[config.mk]
export PLATFORM = sky130hd
export DESIGN_NAME = wakeup_irq_monitor
export DESIGN_NICKNAME = d
export VERILOG_FILES = /design/src/rtl/wkm_pkg.sv /design/src/rtl/wkm_detect.sv /design/src/rtl/wkm_regs.sv /design/src/rtl/wkm_replay.sv /design/src/rtl/wakeup_irq_monitor.sv
export SDC_FILE = /design/constraint.sdc
export NUM_CORES = 2
export LEC_CHECK = 0
export BUFFER_PORTS_ARGS = -buffer_cell sky130_fd_sc_hd__buf_2
export CORE_MARGIN = 3
export CORE_UTILIZATION = 57
export DETAILED_ROUTE_END_ITERATION = 7
export GPL_ROUTABILITY_DRIVEN = 0
export GPL_TIMING_DRIVEN = 1
export PLACE_DENSITY = 0.83
export SYNTH_ARGS = -nofsm -noshare
export SYNTH_HDL_FRONTEND = slang
export SYNTH_SLANG_ARGS = --single-unit
[constraint.sdc]
create_clock -name clk -period 4.45 [get_ports clk]
set_clock_uncertainty 0.05 [all_clocks]
set_input_delay 1.335 -clock clk [delete_from_list [all_inputs] [get_ports clk]]
set_output_delay 1.335 -clock clk [all_outputs]
set_load 0.02 [all_outputs]
[src/rtl/wkm_pkg.sv]
package wkm_pkg;
   localparam int BANK_CNT    = 5;
   localparam int TIMER_WORDS = 2;
   localparam int NO_PARENT   = -1;

   // Bank order sets the address layout that software decodes.
   typedef enum int {
      BK_ENABLE = 0,
      BK_FALL   = 1,
      BK_RISE   = 2,
      BK_POL    = 3,
      BK_STATUS = 4
   } bank_e;

   // Fixed pin to parent-interrupt table.
   function automatic int parent_of(input int pin);
      case (pin)
         2:       return 275;
         5:       return 296;
         12:      return 422;
         24:      return 79;
         86:      return 183;
         90:      return 260;
         91:      return 260;
         default: return NO_PARENT;
      endcase
   endfunction

   function automatic int max_parent(input int npins);
      int m;
      m = 0;
      for (int p = 0; p < npins; p++) begin
         if (parent_of(p) > m) m = parent_of(p);
      end
      return m;
   endfunction
endpackage

[src/rtl/wkm_detect.sv]
module wkm_detect #(
   parameter int NUM_PINS    = 96,
   parameter int SYNC_STAGES = 2
) (
   input  logic                clk,
   input  logic                rst_n,
   input  logic [NUM_PINS-1:0] pins_i,
   input  logic [NUM_PINS-1:0] rise_en_i,
   input  logic [NUM_PINS-1:0] fall_en_i,
   input  logic [NUM_PINS-1:0] pol_i,
   output logic [NUM_PINS-1:0] event_o
);
   localparam int LAST = SYNC_STAGES - 1;

   if (SYNC_STAGES < 2) begin : g_bad_sync
      $error("wkm_detect: SYNC_STAGES must be at least 2");
   end

   logic [NUM_PINS-1:0] chain [SYNC_STAGES];
   logic [NUM_PINS-1:0] prev_q;
   logic [NUM_PINS-1:0] cur;
   logic [NUM_PINS-1:0] rose, fell, level_pin, level_hit;

   always_ff @(posedge clk or negedge rst_n) begin
      if (!rst_n) begin
         for (int k = 0; k < SYNC_STAGES; k++) chain[k] <= '0;
         prev_q <= '0;
      end else begin
         chain[0] <= pins_i;
         for (int k = 1; k < SYNC_STAGES; k++) chain[k] <= chain[k-1];
         prev_q <= chain[LAST];
      end
   end

   assign cur       = chain[LAST];
   assign rose      = cur & ~prev_q;
   assign fell      = ~cur & prev_q;
   assign level_pin = ~(rise_en_i | fall_en_i);
   assign level_hit = level_pin & ~(cur ^ pol_i);
   assign event_o   = (rose & rise_en_i) | (fell & fall_en_i) | level_hit;
endmodule

[src/rtl/wkm_regs.sv]
module wkm_regs
   import wkm_pkg::*;
#(
   parameter int NUM_PINS = 96,
   parameter int STRIDE   = 3,
   parameter int ADDR_W   = 8
) (
   input  logic                clk,
   input  logic                rst_n,
   input  logic                bus_we,
   input  logic [ADDR_W-1:0]   bus_addr,
   input  logic [31:0]         bus_wdata,
   output logic [31:0]         bus_rdata,
   input  logic                sleep,
   input  logic                scan_busy,
   input  logic [NUM_PINS-1:0] event_i,
   output logic [NUM_PINS-1:0] en_o,
   output logic [NUM_PINS-1:0] fall_o,
   output logic [NUM_PINS-1:0] rise_o,
   output logic [NUM_PINS-1:0] pol_o,
   output logic [NUM_PINS-1:0] stat_o
);
   localparam int VW       = STRIDE * 32;
   localparam int CTRL_CNT = BANK_CNT - 1;

   function automatic logic [VW-1:0] pin_mask();
      logic [VW-1:0] m;
      m = '0;
      for (int p = 0; p < NUM_PINS; p++) m[p] = 1'b1;
      return m;
   endfunction
   localparam logic [VW-1:0] PIN_MASK = pin_mask();

   logic [VW-1:0] ctrl_q [CTRL_CNT];
   logic [VW-1:0] stat_q, stat_d;
   logic [VW-1:0] ev_wide;
   int            waddr;

   assign waddr = int'(bus_addr[ADDR_W-1:2]);

   always_comb begin
      ev_wide = '0;
      ev_wide[NUM_PINS-1:0] = event_i;
   end

   // Control banks
   always_ff @(posedge clk or negedge rst_n) begin
      if (!rst_n) begin
         for (int b = 0; b < CTRL_CNT; b++) ctrl_q[b] <= '0;
      end else if (bus_we) begin
         for (int b = 0; b < CTRL_CNT; b++) begin
            for (int i = 0; i < STRIDE; i++) begin
               if (waddr == b*STRIDE + i + TIMER_WORDS)
                  ctrl_q[b][i*32 +: 32] <= bus_wdata & PIN_MASK[i*32 +: 32];
            end
         end
      end
   end

   // Status bank: write replaces, capture ORs in during sleep
   always_comb begin
      stat_d = stat_q;
      if (bus_we && !scan_busy) begin
         for (int i = 0; i < STRIDE; i++) begin
            if (waddr == int'(BK_STATUS)*STRIDE + i + TIMER_WORDS)
               stat_d[i*32 +: 32] = bus_wdata & PIN_MASK[i*32 +: 32];
         end
      end
      if (sleep) stat_d = stat_d | ev_wide;
   end

   always_ff @(posedge clk or negedge rst_n) begin
      if (!rst_n) stat_q <= '0;
      else        stat_q <= stat_d;
   end

   always_comb begin
      bus_rdata = '0;
      for (int b = 0; b < BANK_CNT; b++) begin
         for (int i = 0; i < STRIDE; i++) begin
            if (waddr == b*STRIDE + i + TIMER_WORDS) begin
               if (b == int'(BK_STATUS)) bus_rdata = stat_q[i*32 +: 32];
               else                      bus_rdata = ctrl_q[b][i*32 +: 32];
            end
         end
      end
   end

   assign en_o   = ctrl_q[BK_ENABLE][NUM_PINS-1:0];
   assign fall_o = ctrl_q[BK_FALL][NUM_PINS-1:0];
   assign rise_o = ctrl_q[BK_RISE][NUM_PINS-1:0];
   assign pol_o  = ctrl_q[BK_POL][NUM_PINS-1:0];
   assign stat_o = stat_q[NUM_PINS-1:0];

   // no status bit is lost while the replay walk runs
   p_status_kept_scan_r10: assert property (@(posedge clk) disable iff (!rst_n)
      scan_busy |=> (($past(stat_q) & ~stat_q) == '0));

   // awake and no bus write means status is frozen
   p_awake_frozen_r5: assert property (@(posedge clk) disable iff (!rst_n)
      (!sleep && !bus_we) |=> $stable(stat_q));
endmodule

[src/rtl/wkm_replay.sv]
module wkm_replay
   import wkm_pkg::*;
#(
   parameter int NUM_PINS = 96,
   parameter int PARENT_W = 512
) (
   input  logic                clk,
   input  logic                rst_n,
   input  logic                sleep,
   input  logic [NUM_PINS-1:0] cand_i,
   output logic [PARENT_W-1:0] parent_o,
   output logic                busy_o
);
   localparam int IDX_W = (NUM_PINS > 1) ? $clog2(NUM_PINS) : 1;
   localparam logic [IDX_W-1:0] LAST_IDX = IDX_W'(NUM_PINS - 1);

   logic                sleep_q, busy_q;
   logic [IDX_W-1:0]    idx_q;
   logic [NUM_PINS-1:0] snap_q;
   logic [PARENT_W-1:0] pulse_d, pulse_q;
   logic                start;
   int                  par;

   assign start = sleep_q && !sleep && !busy_q;

   always_comb begin
      pulse_d = '0;
      par     = parent_of(int'(idx_q));
      if (busy_q && snap_q[idx_q] && par != NO_PARENT && par < PARENT_W)
         pulse_d[par] = 1'b1;
   end

   always_ff @(posedge clk or negedge rst_n) begin
      if (!rst_n) begin
         sleep_q <= 1'b0;
         busy_q  <= 1'b0;
         idx_q   <= '0;
         snap_q  <= '0;
         pulse_q <= '0;
      end else begin
         sleep_q <= sleep;
         pulse_q <= pulse_d;
         if (start) begin
            busy_q <= 1'b1;
            idx_q  <= '0;
            snap_q <= cand_i;
         end else if (busy_q) begin
            if (idx_q == LAST_IDX) busy_q <= 1'b0;
            else                   idx_q  <= idx_q + 1'b1;
         end
      end
   end

   assign parent_o = pulse_q;
   assign busy_o   = busy_q;

   // one parent line per clock at most
   p_one_parent_r11: assert property (@(posedge clk) disable iff (!rst_n)
      $onehot0(parent_o));

   // pulses only come out of an active walk
   p_pulse_in_walk_r8: assert property (@(posedge clk) disable iff (!rst_n)
      (|parent_o) |-> $past(busy_q));
endmodule

[src/rtl/wakeup_irq_monitor.sv]
module wakeup_irq_monitor
   import wkm_pkg::*;
#(
   parameter int NUM_PINS    = 96,
   parameter int PARENT_W    = 512,
   parameter int ADDR_W      = 8,
   parameter int SYNC_STAGES = 2
) (
   input  logic                clk,
   input  logic                rst_n,
   input  logic                sleep,
   input  logic [NUM_PINS-1:0] wake_pins,
   input  logic                bus_we,
   input  logic [ADDR_W-1:0]   bus_addr,
   input  logic [31:0]         bus_wdata,
   output logic [31:0]         bus_rdata,
   output logic                wake_req,
   output logic [PARENT_W-1:0] parent_irq
);
   localparam int STRIDE    = (NUM_PINS + 31) / 32;
   localparam int MAP_BYTES = 4 * (TIMER_WORDS + BANK_CNT * STRIDE);

   if (NUM_PINS < 1) begin : g_bad_pins
      $error("wakeup_irq_monitor: NUM_PINS must be positive");
   end
   if (MAP_BYTES > (1 << ADDR_W)) begin : g_bad_addr
      $error("wakeup_irq_monitor: ADDR_W too narrow for the register map");
   end
   if (max_parent(NUM_PINS) >= PARENT_W) begin : g_bad_parent
      $error("wakeup_irq_monitor: PARENT_W too narrow for the parent table");
   end

   logic [NUM_PINS-1:0] en, fall, rise, pol, stat, events, cand;
   logic                scan_busy;
   logic                pend_any, pend_q, wake_q;

   wkm_detect #(.NUM_PINS(NUM_PINS), .SYNC_STAGES(SYNC_STAGES)) u_detect (
      .clk       (clk),
      .rst_n     (rst_n),
      .pins_i    (wake_pins),
      .rise_en_i (rise),
      .fall_en_i (fall),
      .pol_i     (pol),
      .event_o   (events)
   );

   wkm_regs #(.NUM_PINS(NUM_PINS), .STRIDE(STRIDE), .ADDR_W(ADDR_W)) u_regs (
      .clk       (clk),
      .rst_n     (rst_n),
      .bus_we    (bus_we),
      .bus_addr  (bus_addr),
      .bus_wdata (bus_wdata),
      .bus_rdata (bus_rdata),
      .sleep     (sleep),
      .scan_busy (scan_busy),
      .event_i   (events),
      .en_o      (en),
      .fall_o    (fall),
      .rise_o    (rise),
      .pol_o     (pol),
      .stat_o    (stat)
   );

   assign cand = stat & en & (rise | fall);

   wkm_replay #(.NUM_PINS(NUM_PINS), .PARENT_W(PARENT_W)) u_replay (
      .clk      (clk),
      .rst_n    (rst_n),
      .sleep    (sleep),
      .cand_i   (cand),
      .parent_o (parent_irq),
      .busy_o   (scan_busy)
   );

   assign pend_any = |(stat & en);

   always_ff @(posedge clk or negedge rst_n) begin
      if (!rst_n) begin
         pend_q <= 1'b0;
         wake_q <= 1'b0;
      end else begin
         pend_q <= pend_any;
         wake_q <= sleep && pend_any && !pend_q;
      end
   end

   assign wake_req = wake_q;

   // wake request never lasts two cycles
   p_wake_single_r7: assert property (@(posedge clk) disable iff (!rst_n)
      wake_req |=> !wake_req);

   // wake request only follows a sleeping cycle
   p_wake_from_sleep_r7: assert property (@(posedge clk) disable iff (!rst_n)
      wake_req |-> $past(sleep));
endmodule

# Word-level counts from Yosys, hierarchy flattened
# Index checks and enable logic that the tools add are counted.
dict set report op_classes {
  n_lt_le_gt_ge 4
  eq_ne 25
  n_bitwise 16
  reduce_logical 28
  n_mux 32
  add_sub_neg 1
}
# op count
set ops {}
lappend ops {{$and 96x96->96} 7}
lappend ops {{$mux 32} 18}
lappend ops {{$mux 512} 1}
lappend ops {{$not 96->96} 4}
lappend ops {{$or 96x96->96} 4}
lappend ops {{$mux 96} 2}
lappend ops {{$pmux 32 s6} 1}
lappend ops {{$reduce_or 96->1} 1}
lappend ops {{$xor 96x96->96} 1}
lappend ops {{$lt 32x11->1 const B} 2}
lappend ops {{$eq 6x5->1 const B} 8}
lappend ops {{$ge 32x1->1 const B} 1}
lappend ops {{$ne 32x1->1 const B} 1}
lappend ops {{$eq 7x7->1 const B} 4}
lappend ops {{$reduce_and 2->1} 13}
lappend ops {{$eq 6x4->1 const B} 4}
lappend ops {{$mux 7} 3}
lappend ops {{$eq 6x3->1 const B} 2}
lappend ops {{$demux 1 s9} 1}
lappend ops {{$logic_and 1x1->1} 9}
lappend ops {{$lt 7x8->1 const B} 1}
lappend ops {{$add 7x1->7 const B} 1}
lappend ops {{$bmux 1 s7} 1}
lappend ops {{$eq 7x2->1 const B} 1}
lappend ops {{9 further kinds} 15}
dict set report totals {
  word_cells 129
  input_bits 140
  regBits 1387
}

# Longest topological paths before layout
dict set report depth {
  ltp_word 16
  ltp_mapped 9
  ltp_nobuf 7
}

# Cells and area by module
# From an unflattened synthesis, not the netlist that was laid out.
dict set report hier_totals {
  hier_cells 3914
  hier_area_um2 50148.1
}
# module seq_area_each_um2 cells_per_inst n_inst area_per_inst_um2
set by_module_without_submodules {}
lappend by_module_without_submodules {wkm_regs 12011.5 2005 1 22471.6}
lappend by_module_without_submodules {wkm_replay 14238.7 825 1 15627.5}
lappend by_module_without_submodules {wkm_detect 7206.9 768 1 10689.0}
lappend by_module_without_submodules {wakeup_irq_monitor 50.0 316 1 1360.1}

# Worst setup path after synthesis
# OpenSTA, ideal clock, no wires.
dict set report synth_timing {
  kind {input to output}
  start {input port bus_addr[4]}
  end {output port bus_rdata[10]}
  path_buffers 3
  stages 9
  required_ns 3.065
  arrival_time_ns 3.179
  path_slack_ns -0.114
  cell_sequence {buf_6 > or4_4 > buf_6 > nor2_8 > buf_6 > a22oi_1 > nand3_1 > a31oi_1 > o31ai_1}
}
dict set report synth_via {
  elab_chain_cells 16
  elab_cells_between_ends 30
}
# element line_no
set synth_lines {}
lappend synth_lines {{start, declared} wakeup_irq_monitor.sv:14} ;# input logic [ADDR_W-1:0] bus_addr,
lappend synth_lines {{$eq 6x3->1} wkm_regs.sv:81} ;# if (waddr == b*STRIDE + i + TIMER_WORDS) begin
lappend synth_lines {{$mux 32 (14 in a row)} wkm_regs.sv:81}
lappend synth_lines {{$mux 32 (*)} wkm_regs.sv:81}
lappend synth_lines {{end, declared} wakeup_irq_monitor.sv:16} ;# output logic [31:0] bus_rdata,
# Every way passes the cells marked *; elsewhere a longest branch is shown, timed or not.

# Worst setup path in the final report
dict set report layout_timing {
  start {input port bus_addr[7]}
  end {output port bus_rdata[6]}
}
# The elaborated chain is that of the path after synthesis.

==> flow_metrics.tcl <==
set metrics [dict create \
    status "finished with violations" \
    violations "design-rule violations, negative setup slack" \
    internal_power_uw 21400 \
    cp.buffers_inverters 5 \
    yosysTopAreaCellShare 0.676 \
    avgSynthCellArea_um2 13.1 \
    switchingPower_uw 7770 \
    worstMarginPinSlew_ns 1.06 \
    drt_iter0_markers 5925 \
    cp_max_fo 7 \
    crit_arrival_ns 3.50 \
    die_x_um 304 \
    muxShareOfSynthArea 0.111 \
    synthFlopType "dfrtp_1" \
    ys_seq_elements 1367 \
    hp-start "u_detect.chain[157]" \
    route.vias.total 40500 \
    num_rows 108 \
    synth_fa_ha_area_frac 0.000989 \
    dpl.hpwl_um 117000 \
    wl_per_cell_um 27.5 \
    whs_ns 0.277 \
    ios 685 \
    drc_errors 1 \
    clockBufferDepth 3 \
    cts_max_level 4 \
    groute.usage.overall 0.387 \
    reg2regPathDepth 7 \
    rr_startpoint "u_replay.idx_q[1]" \
    slew_headroom 0.273 \
    clock-root-buffer "clkbuf_16" \
    routed_via_density 6.18 \
    finalWorstSetupSlack_ns -0.437 \
    period_needed_ns 4.89 \
    die_h_um 304 \
    synth_edf_count 0 \
    hold_buffers 0 \
    clk_pin_slew_ns 0.06 \
    synth_area_leaders "dfrtp_1, mux2_2, nand2_1" \
    crit_slowest_cell "or4b_4" \
    antenna_found_initial 34 \
    rsz0062_at_grt "yes" \
    yosysMostFrequentCell "dfrtp_1" \
    slowest_delay_ns 0.56 \
    globalRouteOverflowTotal 0 \
    core_um2 87400 \
    synth_async_sr_flop_share 1.00 \
    r2r_end "u_replay.parent_o[79]" \
    crit_family "simple AND/OR/NAND/NOR gates" \
    worstSkewPairLatency_ns 0.76 \
    portBuffers 682 \
    wirelength_um 180000 \
    cap_violations 0 \
    worst_hold_path.endpoint "u_detect.cur[61]" \
    worst-r2r-setup-slack_ns 1.23 \
    drive_above_1_share 0.319 \
    synth_top_family_by_area "multiplexers" \
    seq_power_share 0.482 \
    layout-area-overhead-vs-synth_pct 28.0 \
    swShare 0.266 \
    final_nets 5414 \
    ys_warn_count 0 \
    dr.pass1.iters 8 \
    hold_viol 0 \
    crit_path_end_kind "output pin" \
    ant_nets 0 \
    grt_max_degree 120 \
    synth_common_cells "dfrtp_1, nand2_1, mux2_2" \
    dieArea_um2 92400 \
    pre_cts_ws_ns -0.600 \
    timing.fmax_ghz 0.205 \
    numCtsBuffers 138 \
    hold_path_depth 0 \
    place_inst 6257 \
    cp.depth 11 \
    combPwrFrac 0.112 \
    p_per_area_nw_per_um2 450 \
    cp_cell_sequence "buf_6 -> or4b_4 -> buf_12 -> nor2_4 -> buf_12 -> a222oi_1 -> o21ai_1 -> a221oi_2 -> nor3_2 -> buf_4 -> buf_6" \
    period_share 1.10 \
    yosys.area_share.simple 0.0999 \
    setup-violations-final 32 \
    synth_compound_area_frac 0.0923 \
    min_path_type "reg -> reg" \
    clkSinkCount 1367 \
    ir_drop_uv 415 \
    finalMaxSlewViolations 0 \
    postSynthCellCount 3861 \
    start_util 0.579 \
    netlist_area_um2 50600 \
    yosys.area.top_type "dfrtp_1" \
    ys_seq_area_frac 0.676 \
    grt_pass1_wl_um 266000 \
    synth_xor_area_frac 0.00104 \
    startpoint_type "input port" \
    power.leakage_uw 0.0307 \
    first_global_vias 42000 \
    final-instance-count-excl-fill 6554 \
    ys_types 70 \
    crit_type "in -> out" \
    p_clk_frac 0.407 \
    cts_tree "built" \
    critPathRequiredTime_ns 3.06 \
]
## registers in the layout, indices dropped and copies added, names as in the netlist
register / count
u_regs.stat_o: 96
u_detect.chain: 96
u_regs.rise_o: 96
u_regs.en_o: 96
u_regs.fall_o: 96
pend_q: 1
u_detect.cur: 96
u_regs.pol_o: 96
u_replay.idx_q: 7
u_detect.prev_q: 96
u_replay.sleep_q: 1
wake_req: 1
u_replay.snap_q: 76
u_replay.parent_o: 512
u_replay.busy_o: 1
## cell usage in the layout (no fill, tap or decap), types with 11 or more instances in the layout
cell type | netlist | layout
buf_4 | 6 | 210
nor2_1 | 152 | 148
bufinv_16 | 0 | 11
nand4_1 | 40 | 40
nand2_2 | 3 | 16
mux2_2 | 395 | 395
dfrtp_1 | 1367 | 1367
inv_1 | 12 | 12
buf_2 | 83 | 643
buf_6 | 3 | 56
a21oi_1 | 268 | 258
clkinv_2 | 0 | 21
o21ai_0 | 70 | 53
a221oi_2 | 0 | 11
nor2b_1 | 144 | 142
mux4_2 | 23 | 23
nor3_1 | 113 | 110
nand2b_1 | 18 | 16
nand3_1 | 96 | 81
nand2_1 | 453 | 439
nand3_2 | 0 | 13
a211oi_1 | 97 | 97
buf_12 | 0 | 52
diode_2 | 0 | 29
a22o_1 | 12 | 12
a221o_1 | 41 | 41
mux2i_1 | 52 | 52
o22ai_1 | 35 | 34
clkbuf_8 | 0 | 23
conb_1 | 1 | 506
o31ai_1 | 78 | 77
a22oi_1 | 36 | 26
mux2_1 | 12 | 12
a222oi_1 | 12 | 12
clkbuf_1 | 96 | 26
clkbuf_16 | 0 | 142
o21ai_1 | 3 | 11
## per-stage QoR
stage	instance area [µm²]	util	total power (µW)	setup TNS, ns
2_1_floorplan	52500	-	15700	0
3_3_place_gp	59000	0.675	17000	-11.78
3_5_place_dp	59000	0.675	17200	-12.10
4_1_cts	64300	0.736	29100	-8.32
5_1_grt	64800	0.741	30100	-9.09
6_report	64800	0.741	29200	-8.44
## layout make-up
cell class | instances | area (µm²)
sequential | 1367 | 34200
fill | 5168 | 22600
multi-input combinational | 2788 | 17900
timing repair buffer | 962 | 6480
clock buffer | 191 | 3970
tap | 1155 | 1450
clock inverter | 49 | 671
antenna | 29 | 72.6
inverter | 13 | 48.8
## worst max-delay path by stage
stage / from / end / slack [ns]
after CTS: bus_addr[7] / bus_rdata[17] / -0.36
final: bus_addr[7] / bus_rdata[6] / -0.44
after detailed placement: bus_addr[5] / bus_rdata[6] / -0.60
after floorplan: bus_addr[4] / bus_rdata[8] / 0.04
after global routing: bus_addr[6] / bus_rdata[6] / -0.40
after global placement: bus_addr[5] / bus_rdata[6] / -0.59
## routing by layer
| layer | up-vias | global-route usage | wire length [µm] |
|---|---|---|---|
| met3 | 1161 | 0.159 | 24500 |
| met5 | - | 0 | 61 |
| met1 | 19900 | 0.441 | 57300 |
| met4 | 8 | 0.298 | 17600 |
| li1 | 16100 | - | - |
| met2 | 3371 | 0.584 | 80900 |
## cell families after synthesis
kind of cell / after synthesis
buffers and inverters: 211
multiplexers: 482
flip-flops: 1367
AO/OA/AOI/OAI: 715
adder cells (fa/ha/maj): 4
AND/OR/NAND/NOR: 1075
XOR/XNOR: 6
other: 1
## power groups by stage
stage / logic, µW / registers (µW) / clock network, µW
2_1_floorplan: 1460 / 14300 / 0
3_3_place_gp: 2930 / 14100 / 0
3_5_place_dp: 3030 / 14200 / 0
4_1_cts: 3110 / 14000 / 12000
5_1_grt: 3470 / 14100 / 12500
6_report: 3260 / 14100 / 11900
## timing repair
action,CTS,global route
buffers inserted,23,11
gates resized for setup,124,79
endpoints found under the setup margin,32,32
pin swaps,47,42
cloned,0,0
Note: power is estimated with default switching activity, not from simulation.
